--- src/rtl/chg_seq_pkg.sv ---
package chg_seq_pkg;

    typedef enum logic [2:0] {
        PH_IDLE = 3'b000,
        PH_TRK  = 3'b001,
        PH_PRE  = 3'b010,
        PH_CC   = 3'b011,
        PH_CV   = 3'b100,
        PH_DONE = 3'b111
    } phase_e;

    function automatic logic is_charging(phase_e p);
        return (p == PH_TRK) || (p == PH_PRE) || (p == PH_CC) || (p == PH_CV);
    endfunction

endpackage

--- src/rtl/chg_seq_gate.sv ---
module chg_seq_gate #(
    parameter int NFAULT = 8
) (
    input  logic              clk,
    input  logic              rst_n,
    input  logic              conv_on,
    input  logic              auto_en,
    input  logic              inhibit,
    input  logic              ichg_nz,
    input  logic [NFAULT-1:0] fault_vec,
    input  logic              tmr_fault,
    output logic              run_ok,
    output logic              hold_ok,
    output logic              host_kick
);

    typedef struct packed {
        logic inh;
        logic nz;
    } hist_t;

    hist_t hist_d, hist_q;

    always_comb begin
        hist_d     = hist_q;
        hist_d.inh = inhibit;
        hist_d.nz  = ichg_nz;

        // Conditions that allow the done phase to persist
        hold_ok   = conv_on && auto_en && (fault_vec == '0);
        // Full start / continue permission
        run_ok    = hold_ok && !inhibit && ichg_nz && !tmr_fault;
        // Host edges that re-arm a cycle after termination
        host_kick = (hist_q.inh && !inhibit) || (!hist_q.nz && ichg_nz);
    end

    always_ff @(posedge clk or negedge rst_n) begin
        if (!rst_n) hist_q <= '0;
        else        hist_q <= hist_d;
    end

endmodule

--- src/rtl/chg_seq_timer.sv ---
module chg_seq_timer #(
    parameter int unsigned LIMIT = 43200
) (
    input  logic clk,
    input  logic rst_n,
    input  logic tick,
    input  logic charging,
    input  logic start,
    input  logic clr,
    output logic fault
);

    localparam int CW = $clog2(LIMIT + 1);
    localparam logic [CW-1:0] LAST = CW'(LIMIT - 1);

    typedef struct packed {
        logic [CW-1:0] cnt;
        logic          flt;
    } tmr_t;

    tmr_t tmr_d, tmr_q;

    always_comb begin
        tmr_d = tmr_q;
        if (start) begin
            tmr_d.cnt = '0;
        end else if (charging && tick && !tmr_q.flt) begin
            if (tmr_q.cnt == LAST) tmr_d.flt = 1'b1;
            else                   tmr_d.cnt = tmr_q.cnt + 1'b1;
        end
        if (clr) tmr_d.flt = 1'b0;
    end

    always_ff @(posedge clk or negedge rst_n) begin
        if (!rst_n) tmr_q <= '0;
        else        tmr_q <= tmr_d;
    end

    assign fault = tmr_q.flt;

endmodule

--- src/rtl/chg_seq_fsm.sv ---
module chg_seq_fsm
    import chg_seq_pkg::*;
(
    input  logic   clk,
    input  logic   rst_n,
    input  logic   run_ok,
    input  logic   hold_ok,
    input  logic   host_kick,
    input  logic   bat_lt_short,
    input  logic   bat_lt_minsys,
    input  logic   cv_reached,
    input  logic   i_lt_term,
    input  logic   bat_gt_rechg,
    input  logic   dpm_active,
    output phase_e phase,
    output logic   charging,
    output logic   start
);

    typedef struct packed {
        phase_e ph;
    } fsm_t;

    fsm_t fsm_d, fsm_q;
    phase_e entry_ph;
    logic   term_ok;

    always_comb begin
        fsm_d    = fsm_q;
        entry_ph = bat_lt_short  ? PH_TRK :
                   bat_lt_minsys ? PH_PRE : PH_CC;
        term_ok  = i_lt_term && bat_gt_rechg && !dpm_active;

        case (fsm_q.ph)
            PH_IDLE: if (run_ok) fsm_d.ph = entry_ph;
            PH_TRK, PH_PRE: begin
                if (!run_ok) fsm_d.ph = PH_IDLE;
                else         fsm_d.ph = entry_ph;
            end
            PH_CC: begin
                if (!run_ok)        fsm_d.ph = PH_IDLE;
                else if (cv_reached) fsm_d.ph = PH_CV;
            end
            PH_CV: begin
                if (!run_ok)     fsm_d.ph = PH_IDLE;
                else if (term_ok) fsm_d.ph = PH_DONE;
            end
            PH_DONE: begin
                if (!hold_ok)
                    fsm_d.ph = PH_IDLE;
                else if (run_ok && (!bat_gt_rechg || host_kick))
                    fsm_d.ph = entry_ph;
            end
            default: fsm_d.ph = PH_IDLE;
        endcase

        start = is_charging(fsm_d.ph) && !is_charging(fsm_q.ph);
    end

    always_ff @(posedge clk or negedge rst_n) begin
        if (!rst_n) fsm_q.ph <= PH_IDLE;
        else        fsm_q    <= fsm_d;
    end

    assign phase    = fsm_q.ph;
    assign charging = is_charging(fsm_q.ph);

endmodule

--- src/rtl/chg_seq_top.sv ---
module chg_seq_top
    import chg_seq_pkg::*;
#(
    parameter int          NFAULT    = 8,
    parameter int unsigned TMR_LIMIT = 43200,
    parameter int          CUR_W     = 12,
    parameter int          IPRE_MA   = 384,
    parameter int          ITERM_MA  = 256
) (
    input  logic              clk,
    input  logic              rst_n,
    input  logic              conv_on,
    input  logic              auto_en,
    input  logic              inhibit,
    input  logic              ichg_nz,
    input  logic [NFAULT-1:0] fault_vec,
    input  logic              bat_lt_short,
    input  logic              bat_lt_minsys,
    input  logic              cv_reached,
    input  logic              i_lt_term,
    input  logic              bat_gt_rechg,
    input  logic              dpm_active,
    input  logic              tick,
    input  logic              timer_clr,
    output logic [2:0]        phase_code,
    output logic [3:0]        phase_sel,
    output logic [CUR_W-1:0]  ilim_ma,
    output logic              tmr_fault
);

    localparam logic [CUR_W-1:0] PRE_CODE  = CUR_W'(IPRE_MA);
    localparam logic [CUR_W-1:0] TERM_CODE = CUR_W'(ITERM_MA);

    logic   run_ok, hold_ok, host_kick;
    logic   charging, start;
    phase_e phase;

    chg_seq_gate #(.NFAULT(NFAULT)) u_gate (
        .clk       (clk),
        .rst_n     (rst_n),
        .conv_on   (conv_on),
        .auto_en   (auto_en),
        .inhibit   (inhibit),
        .ichg_nz   (ichg_nz),
        .fault_vec (fault_vec),
        .tmr_fault (tmr_fault),
        .run_ok    (run_ok),
        .hold_ok   (hold_ok),
        .host_kick (host_kick)
    );

    chg_seq_fsm u_fsm (
        .clk           (clk),
        .rst_n         (rst_n),
        .run_ok        (run_ok),
        .hold_ok       (hold_ok),
        .host_kick     (host_kick),
        .bat_lt_short  (bat_lt_short),
        .bat_lt_minsys (bat_lt_minsys),
        .cv_reached    (cv_reached),
        .i_lt_term     (i_lt_term),
        .bat_gt_rechg  (bat_gt_rechg),
        .dpm_active    (dpm_active),
        .phase         (phase),
        .charging      (charging),
        .start         (start)
    );

    chg_seq_timer #(.LIMIT(TMR_LIMIT)) u_tmr (
        .clk      (clk),
        .rst_n    (rst_n),
        .tick     (tick),
        .charging (charging),
        .start    (start),
        .clr      (timer_clr || !auto_en),
        .fault    (tmr_fault)
    );

    always_comb begin
        phase_code = phase;
        phase_sel  = '0;
        ilim_ma    = '0;
        case (phase)
            PH_TRK: begin phase_sel[0] = 1'b1; ilim_ma = PRE_CODE;  end
            PH_PRE: begin phase_sel[1] = 1'b1; ilim_ma = PRE_CODE;  end
            PH_CC:  begin phase_sel[2] = 1'b1;                      end
            PH_CV:  begin phase_sel[3] = 1'b1; ilim_ma = TERM_CODE; end
            default: ;
        endcase
    end

endmodule

--- config.mk ---
export PLATFORM = sky130hd
export DESIGN_NAME = chg_seq_top
export DESIGN_NICKNAME = d
export VERILOG_FILES = /design/src/rtl/chg_seq_pkg.sv /design/src/rtl/chg_seq_gate.sv /design/src/rtl/chg_seq_timer.sv /design/src/rtl/chg_seq_fsm.sv /design/src/rtl/chg_seq_top.sv
export SDC_FILE = /design/constraint.sdc
export NUM_CORES = 1
export LEC_CHECK = 0
export ABC_AREA = 1
export BUFFER_PORTS_ARGS = -buffer_cell sky130_fd_sc_hd__buf_4
export CORE_MARGIN = 2
export CORE_UTILIZATION = 37
export DETAILED_ROUTE_END_ITERATION = 16
export PLACE_DENSITY = 0.65
export SETUP_SLACK_MARGIN = 0.02
export SLEW_MARGIN = 10
export SYNTH_ARGS = -nofsm -noshare
export SYNTH_HDL_FRONTEND = slang
export SYNTH_SLANG_ARGS = --single-unit
--- constraint.sdc ---
create_clock -name clk -period 3.5 [get_ports clk]
set_clock_uncertainty 0.15 [all_clocks]
set_input_delay 0.35 -clock clk [delete_from_list [all_inputs] [get_ports clk]]
set_output_delay 0.35 -clock clk [all_outputs]
set_load 0.1 [all_outputs]
==> impl_metrics.csv <==
group,metric,value,unit
worst_setup_path,cp_common_cell,"nor2_1",
worst_setup_path,cp_data_arrival_time,1.99,ns
floorplanning,start_util,38.7,%
placement,gp_congestion,0.819,
detailed_routing,ant_nets,0,
worst_setup_path,worstPathBufferInverterCount,0,
worst_setup_path,critPathMaxFanout,6,
logic_synthesis,syn_inst,205,
floorplanning,die_y,68.7,um
grt,overflow,0,
timing,hold_viol,0,
detailed_routing,viasPerCell,4.52,
floorplanning,row_count,23,
worst_setup_path,cp_cell_sequence,"nor2_1, nand2_2, nand2_1, nand2_1, nor2_1, nand3_1, nor2_1, nand3_1, xor2_1, a21oi_2",
grt,grt_pass1_vias,1337,
logic_synthesis,seq_area_frac_synth,35.6,%
logic_synthesis,ys_ff_latch,22,
timing,relSlewSlack,53.0,%
timing,period_share,57.7,%
worst_setup_path,cp.required,3.47,ns
logic_synthesis,synth_edf_count,0,
timing,max_freq,495,MHz
detailed_routing,drcViolationCount,0,
grt,grt_pass1_wl,5660,um
layout,antennaDiodeCount,0,
logic_synthesis,synthArstFlopShare,100,%
logic_synthesis,netlist_area,1550,um2
power,power,515,uW
logic_synthesis,synthFlopType,"dfrtp_1",
layout,final_common_cell,"nand2_1",
worst_setup_path,crit_path_top_delay_cell,"dfrtp_1",
clock_network,post_cts_buffers,0,
clock_network,cts_tree,"built",
detailed_routing,drt_iter0_drc,47,
layout,final_cell_mix,"nand2_1 (38), buf_4 (31), nor2_1 (23)",
worst_setup_path,worst-setup-path-type,"flop to flop",
logic_synthesis,synth_area_leader_cell,"dfrtp_1",
clock_network,htreeDepth,1,
grt,grt_start_max_net_pins,23,
min_path,min_path_type,"primary input to flop",
clock_network,cts-root-buf,"clkbuf_8",
power,p_per_area,277,nW/um2
floorplanning,die_w,68.7,um
grt,track_usage,15.7,%
timing,worst_slew_pin_slew,0.705,ns
power,peakVddDrop,0.226,mV
logic_synthesis,synthTopCellsByArea,"dfrtp_1 (36%), nand2_1 (9.2%), xor2_1 (6.8%)",
clock_network,clock_latency,0.26,ns
layout,drive_above_1_share,30.7,%
clock_network,cts.reportedPaths.clkPinSlew,0.08,ns
timing,setup_ws,1.48,ns
worst_setup_path,cpPeakStageDelay,0.44,ns
layout,seq_area,551,um2
floorplanning,ios,42,
timing,tns,0,ns
timing,slew_violations,0,
timing,finalCriticalPeriod,2.02,ns
grt,antenna_found_initial,0,
clock_network,clkSinkCount,22,
placement,hpwl,2280,um
power,leakage,0.000927,uW
logic_synthesis,ys_warn_count,0,
layout,syn2layout_area_growth,20.0,%
timing,holdWs,0.0557,ns
layout,multiInputGateArea,848,um2
worst_setup_path,cp-end-kind,"flop",
timing,setup_violations,0,
logic_synthesis,ys_types,27,
clock_network,numCtsBuffers,3,
detailed_routing,vias,1303,
run,cap_violations,0,
detailed_routing,postRouteWirelength,2980,um
placement,io_buffers,31,
outcome,status,"finished, final reports clean",
placement,pre_cts_slack,1.47,ns
floorplanning,core_area,4000,um2
detailed_routing,wire_per_inst,10.4,um
detailed_routing,dr.pass1.iters,4,
timing,rsz0062_at_grt,"false",
layout,fillerInstances,413,
logic_synthesis,synth_top_area_share,35.6,%
floorplanning,die-area,4720,um2
clock_network,cts_buffer_depth,2,
worst_setup_path,worst_setup_path_start_kind,"flop",
layout,num-nets-final,262,
worst_setup_path,critPathTopFamily,"simple AND/OR/NAND/NOR gates",
logic_synthesis,synth.avg_cell_area,7.55,um2
stage by stage:
| step | utilization, % | instances | instance area (um2) |
|---|---|---|---|
| global placement | 44.8 | 283 | 1790 |
| floorplan | - | 214 | 1590 |
| CTS | 46.4 | 288 | 1860 |
| finish | 46.4 | 288 | 1860 |
| detailed placement | 44.8 | 283 | 1790 |
| global route | 46.4 | 288 | 1860 |
logic make-up (layout without fill, tap and decap cells):
group	Yosys count	count (layout)	share of synthesized area, %
flops	22	22	35.6
xor+xnor	14	14	7.92
buf+inv	38	62	12.1
compound gates	23	23	10.3
simple gates	106	106	33.0
fa+ha+maj	1	1	0.808
other cells	1	10	0.242
worst reg2reg max path: stages (launching register included):
cell	delay (ns)
dfrtp_1	0.44
nor2_1	0.15
nand2_2	0.11
nand2_1	0.11
nand2_1	0.08
nor2_1	0.17
nand3_1	0.14
nor2_1	0.20
nand3_1	0.11
xor2_1	0.19
a21oi_2	0.04
cells in the mapped netlist (6+ instances only):
| library cell | instances |
|---|---|
| nor2_1 | 25 |
| buf_4 | 10 |
| nand2_2 | 9 |
| nand2_1 | 38 |
| dfrtp_1 | 22 |
| xor2_1 | 12 |
| nor2_2 | 6 |
| inv_1 | 21 |
| a21oi_1 | 6 |
| a21oi_2 | 11 |
| nand3_1 | 13 |
| nand4_1 | 6 |
cell type report:
| type | instances | share of cell area (%) |
|---|---|---|
| well taps | 50 | 3.37 |
| inverters | 26 | 5.26 |
| clock buffers | 4 | 2.96 |
| multi-input cells | 154 | 45.7 |
| repair buffers | 32 | 13.1 |
| flip-flops and latches | 22 | 29.6 |
power by group:
group	leakage (uW)	switching, uW	internal [uW]
Sequential	0.000287	0.934	256
Clock	0.0000288	75.7	100
Combinational	0.000610	62.9	19.2
Total	0.000927	139	375
repair_timing:
| item | 4_1_cts | 5_1_grt |
|---|---|---|
| hold buffers | 1 | 0 |
| gates resized for setup | 0 | 0 |
| hold endpoints to repair | 22 | 0 |
routing by layer:
layer / share of wire, % / up-vias / global-route usage [%] / routed length, um
met5: 0 / - / 0 / 0
met4: 1.4 / 0 / 5.25 / 42
met3: 4.2 / 4 / 3.73 / 125
met2: 49 / 23 / 27.4 / 1450
met1: 46 / 582 / 18.8 / 1370
li1: - / 694 / - / -
state kept, by name, summed over array words and instances, names as in the netlist:
| signal | cells |
|---|---|
| u_fsm.phase | 3 |
| u_gate.hist_q | 2 |
| u_tmr.fault | 1 |
| u_tmr.tmr_q | 16 |
path summary, 6_finish.rpt:
kind	startpoint	end	slack, ns	cells after the start
worst max register to register	u_fsm.phase[1]	u_tmr.tmr_q[14]	1.48	10
min in group asynchronous	rst_n	u_tmr.tmr_q[16]	0.36	2
worst max-delay path	u_fsm.phase[1]	u_tmr.tmr_q[14]	1.48	10
worst min register to register	u_tmr.tmr_q[16]	u_tmr.tmr_q[16]	0.45	3
worst min-delay path	inhibit	u_gate.hist_q[1]	0.06	1
max in group asynchronous	rst_n	u_fsm.phase[2]	2.62	2
(Power assumes the default switching activity.)
